File: src/rtl/spi_block_packetizer.sv
`timescale 1ns/1ps
module spi_block_packetizer #(
  parameter int LEN_W     = 24,
  parameter int MAX_PKT   = 8192,
  parameter int MIN_LEN   = 5,
  parameter int CRC_BYTES = 2
) (
  input  logic             clk,
  input  logic             rst_n,
  input  logic             start,
  input  logic [LEN_W-1:0] xfer_len,
  input  logic             crc_en,
  output logic             busy,
  output logic             done,
  output logic             reject,
  input  logic [7:0]       in_data,
  input  logic             in_valid,
  output logic             in_ready,
  output logic [7:0]       out_data,
  output logic             out_valid,
  input  logic             out_ready
);

  localparam int PKT_W = $clog2(MAX_PKT + 1);
  localparam int CRC_W = $clog2(CRC_BYTES) + 1;

  typedef enum logic [1:0] {S_IDLE, S_HDR, S_DATA, S_CRC} st_t;

  st_t              st;
  logic [LEN_W-1:0] rem;
  logic [PKT_W-1:0] pkt_left;
  logic [CRC_W-1:0] crc_cnt;
  logic             first, crc_on, done_q, reject_q;

  wire       in_hdr   = (st == S_HDR);
  wire       in_pay   = (st == S_DATA);
  wire       in_crc   = (st == S_CRC);
  wire       last_pkt = (rem <= LEN_W'(MAX_PKT));
  wire [1:0] order    = last_pkt ? 2'd3 : (first ? 2'd1 : 2'd2);

  assign out_valid = in_hdr | in_crc | (in_pay & in_valid);
  assign out_data  = in_hdr ? {6'b111100, order} : (in_pay ? in_data : 8'h00);
  assign in_ready  = in_pay & out_ready;
  assign busy      = (st != S_IDLE);
  assign done      = done_q;
  assign reject    = reject_q;

  wire fire = out_valid & out_ready;

  always_ff @(posedge clk) begin
    if (!rst_n) begin
      st       <= S_IDLE;
      rem      <= '0;
      pkt_left <= '0;
      crc_cnt  <= '0;
      first    <= 1'b0;
      crc_on   <= 1'b0;
      done_q   <= 1'b0;
      reject_q <= 1'b0;
    end else begin
      done_q   <= 1'b0;
      reject_q <= 1'b0;
      case (st)
        S_IDLE: if (start) begin
          if (xfer_len < LEN_W'(MIN_LEN)) begin
            reject_q <= 1'b1;
          end else begin
            rem    <= xfer_len;
            first  <= 1'b1;
            crc_on <= crc_en;
            st     <= S_HDR;
          end
        end
        S_HDR: if (fire) begin
          pkt_left <= last_pkt ? PKT_W'(rem) : PKT_W'(MAX_PKT);
          first    <= 1'b0;
          st       <= S_DATA;
        end
        S_DATA: if (fire) begin
          rem      <= rem - 1'b1;
          pkt_left <= pkt_left - 1'b1;
          if (pkt_left == PKT_W'(1)) begin
            if (crc_on) begin
              crc_cnt <= '0;
              st      <= S_CRC;
            end else if (rem == LEN_W'(1)) begin
              st     <= S_IDLE;
              done_q <= 1'b1;
            end else begin
              st <= S_HDR;
            end
          end
        end
        S_CRC: if (fire) begin
          crc_cnt <= crc_cnt + 1'b1;
          if (crc_cnt == CRC_W'(CRC_BYTES - 1)) begin
            if (rem == '0) begin
              st     <= S_IDLE;
              done_q <= 1'b1;
            end else begin
              st <= S_HDR;
            end
          end
        end
        default: st <= S_IDLE;
      endcase
    end
  end

endmodule

File: config.mk
export PLATFORM = sky130hd
export DESIGN_NAME = spi_block_packetizer
export DESIGN_NICKNAME = d
export VERILOG_FILES = /design/src/rtl/spi_block_packetizer.sv
export SDC_FILE = /design/constraint.sdc
export NUM_CORES = 1
export LEC_CHECK = 0
export BUFFER_PORTS_ARGS = -buffer_cell sky130_fd_sc_hd__buf_4
export CORE_ASPECT_RATIO = 1.25
export CORE_UTILIZATION = 57
export DETAILED_ROUTE_END_ITERATION = 7
export PLACE_DENSITY = 0.81
export SETUP_SLACK_MARGIN = 0.15
export SYNTH_ARGS = -nofsm -noshare
export SYNTH_HDL_FRONTEND = slang
export SYNTH_SLANG_ARGS = --single-unit
File: constraint.sdc
create_clock -name clk -period 2.7 [get_ports clk]
set_clock_uncertainty 0.05 [all_clocks]
set_input_delay 0.135 -clock clk [delete_from_list [all_inputs] [get_ports clk]]
set_output_delay 0.135 -clock clk [all_outputs]
set_load 0.03 [all_outputs]
==> impl_metrics.json <==
{
  "status": "finished clean",
  "fp.dieH_um": 84.34,
  "hpwl_um": 7063,
  "area_delta_synth_final_pct": 18.94,
  "dp.cells": 519,
  "clkTransAtPathRegs_ns": 0.08,
  "nNetsFinal": 510,
  "synth_fa_ha_area_share_pct": 2.023,
  "finalWorstSetupSlack_ns": 0.2741,
  "synth-simple-area-share_pct": 26.79,
  "vias_per_cell": 6.763,
  "fin_util_pct": 71.37,
  "n_antenna_cell": 0,
  "grt_max_degree": 23,
  "intPower_mw": 1.404,
  "synth_top_family_by_area": "compound AO/OA/AOI/OAI gates",
  "slew_headroom_pct": 40.90,
  "switching_share_pct": 42.25,
  "drtPass1Iterations": 5,
  "grt_pass1_vias": 3196,
  "multi_input_area_mm2": 0.002017,
  "die-area_mm2": 0.005724,
  "rsz0062_at_grt": "false",
  "setup_viol_count_final": 0,
  "seq_area_frac_synth_pct": 29.79,
  "synth.mux.area_fraction_pct": 0.9713,
  "power_switching_mw": 1.027,
  "synth_compound_area_share_pct": 33.79,
  "critPathLaunch": "rem[1]",
  "timing.fmax_mhz": 412.2,
  "cts_buffer_depth": 2,
  "track_usage_pct": 35.08,
  "cts_tree": "built",
  "syn_avg_cell_area_um2": 7.379,
  "period_minus_slack_ns": 2.426,
  "die_x_um": 67.87,
  "combPwrFrac_pct": 47.0,
  "grt_pass1_wl_um": 15390,
  "hold_violations": 0,
  "cts_hold_buf": 0,
  "drt-initial-drc-count": 249,
  "ys.flop_type": "dfxtp_1",
  "clock_sinks": 46,
  "slowest_stage": "a211oi_4",
  "cp-end-kind": "output pin",
  "finalHoldWorstSlack_ns": 0.01715,
  "p_per_area_mw_per_mm2": 661.2,
  "r2r_slack_ns": 0.33,
  "drv_slew": 0,
  "yosys.area_share.xor_xnor_pct": 0.5666,
  "portBuffers": 50,
  "cts_buffers": 5,
  "r2r-start": "rem[16]",
  "cp_max_fo": 4,
  "layout.cells.non_filler": 528,
  "pre_cts_ws_ns": 0.2889,
  "hold_start": "crc_en",
  "required_ns": 2.52,
  "gp_congestion": 0.9601,
  "routed_wl_um": 9680,
  "pwr-share-clk_pct": 17.6,
  "critPathBufInv": 2,
  "top_usage_layer": "met2",
  "worst_path_largest_cell_delay_ns": 0.36,
  "root_buffer": "clkbuf_8",
  "arrival_ns": 2.24,
  "wl_per_cell_um": 18.33,
  "core-area_mm2": 0.005152,
  "route.detailed.drc": 0,
  "clk_latency_ns": 0.30,
  "synth_seq_cells": 46,
  "gr-usage-met2_pct": 55.72,
  "syn_nets": 462,
  "fill_cells": 452,
  "worstMarginPinSlew_ns": 0.8784,
  "synth-warning-count": 0,
  "grt_antenna_before_repair": 0,
  "seqPwrFrac_pct": 35.5,
  "syn_area_mm2": 0.003092,
  "vias": 3571,
  "layout-drive-gt1-share_pct": 20.17,
  "async_flop_share_pct": 0,
  "yosys.area.top_type_share_pct": 29.79,
  "syn_inst": 419,
  "htreeDepth": 2,
  "total_leakage_power_nw": 1.484,
  "ios": 51,
  "yosysUniqueCellTypes": 60,
  "crit_chain": "inv_1 -> ha_2 -> nor4b_4 -> nand4_1 -> a211oi_4 -> nand2b_1 -> a22o_1 -> buf_4",
  "final_antenna_net_count": 0,
  "timing.final.crit_share_pct": 89.85,
  "critPathTopFamily": "simple AND/OR/NAND/NOR gates",
  "crit_type": "reg2out",
  "maxCapViolCount": 0,
  "synth_top_area_cell": "dfxtp_1",
  "synthTopCellsByArea": "dfxtp_1 30%, o21ai_0 7.1%, nand2_1 6.3%, a21oi_1 6.2%, nor4_1 3.6%",
  "ir_worst_vdd_mv": 0.4422,
  "grt_util_met1_pct": 45.68,
  "hold_class": "in2reg",
  "start_util_pct": 60.00,
  "tns_ns": 0,
  "start_kind": "flip-flop",
  "met3_usage_pct": 5.435,
  "overflow": 0,
  "synth_edf_count": 0,
  "num_rows": 29,
  "regArea_um2": 922.1
}
synthesized netlist by cell type, types with 2 or more instances:
cell type,n
buf_6,3
ha_1,5
o21a_1,10
nand2_1,52
o41ai_1,3
inv_1,11
a41oi_1,2
a211oi_1,5
o211ai_1,5
nand4_1,5
a21boi_0,2
nor3_1,14
nor2_1,26
or3_2,2
mux2i_1,3
a31oi_1,6
dfxtp_1,46
buf_2,3
a21o_1,5
o31ai_1,8
nor2b_1,2
nor4_1,18
nand2b_1,7
and2_1,4
nor3b_1,3
a32o_1,2
o21bai_1,2
clkbuf_1,23
o21ai_0,44
a221oi_1,4
a21oi_1,38
or3_1,5
nand3_1,11
o31a_1,5
or2_2,2
o22ai_1,3
or4_1,7
layout by cell type (no fill, tap or decap), drive strengths merged, types with 3 or more instances in the layout:
cell and n:
or3 7, o21ai 45, ha 5, mux2i 3, nor3b 3, and2 5
o31ai 8, nor2 26, a21o 5, nand3 11, or4 8, o22ai 3
buf 71, inv 11, a211oi 6, o211ai 5, o31a 6, a21oi 38
a2111oi 3, nand4 5, a31oi 6, o41ai 3, o21a 10, nand2 52
nor4 18, dfxtp 46, clkbuf 6, nor3 14, a221oi 4, nand2b 7
power by group through the flow:
stage / Combinational [mW] / Sequential (mW) / Clock (mW)
6_report: 1.14 / 0.863 / 0.427
5_1_grt: 1.24 / 0.869 / 0.459
4_1_cts: 1.10 / 0.852 / 0.433
3_5_place_dp: 1.07 / 0.868 / 0
3_3_place_gp: 1.05 / 0.862 / 0
2_1_floorplan: 0.759 / 0.829 / 0
cell families (layout without fill, tap and decap cells):
kind of cell	after synthesis	in the layout
AOI/OAI and AO/OA	158	158
adders and majority gates	5	5
muxes	3	3
xor gates and xnor gates	2	2
buffers and inverters	42	89
and+or+nand+nor	163	163
DFF	46	46
path summary, 6_finish.rpt:
kind,end,depth (start not counted)
worst max-delay path,out_data[1],8
worst min-delay path,crc_on,3
worst max register to register,rem[23],5
worst min register to register,rem[23],2
worst min-delay path: stages:
cell and delay [ns]:
buf_4 0.07, mux2i_1 0.05, nor2_1 0.07
repair_timing:
| item | in CTS | in global routing |
|---|---|---|
| buffers inserted | 2 | 1 |
| pin swaps | 2 | 2 |
| gates resized for setup | 2 | 5 |
| endpoints found under the setup margin | 2 | 2 |
metrics by stage:
| step | area (µm²) | total power [mW] |
|---|---|---|
| 2_1_floorplan | 3092 | 1.588 |
| 3_5_place_dp | 3540 | 1.937 |
| 4_1_cts | 3647 | 2.388 |
| 6_report | 3677 | 2.432 |
| 5_1_grt | 3677 | 2.564 |
| 3_3_place_gp | 3540 | 1.913 |
cell type report:
cell class / count / share of cell area (%)
multi-input cells: 331 / 54.85
inverters: 12 / 1.225
clock buffers: 6 / 2.246
flip-flops and latches: 46 / 25.08
well taps: 62 / 2.110
repair buffers: 71 / 14.49
flip-flops by register name, summed over array words and instances, names as in the netlist:
name	count
st	2
pkt_left	14
crc_cnt	2
done	1
crc_on	1
reject	1
first	1
rem	24
metal layers:
metal / up-vias / share of wire [%]
li1: 1682 / -
met1: 1658 / 40
met2: 198 / 48
met3: 33 / 9.1
met4: 0 / 3.6
met5: - / 0
(Power assumes the default switching activity.)
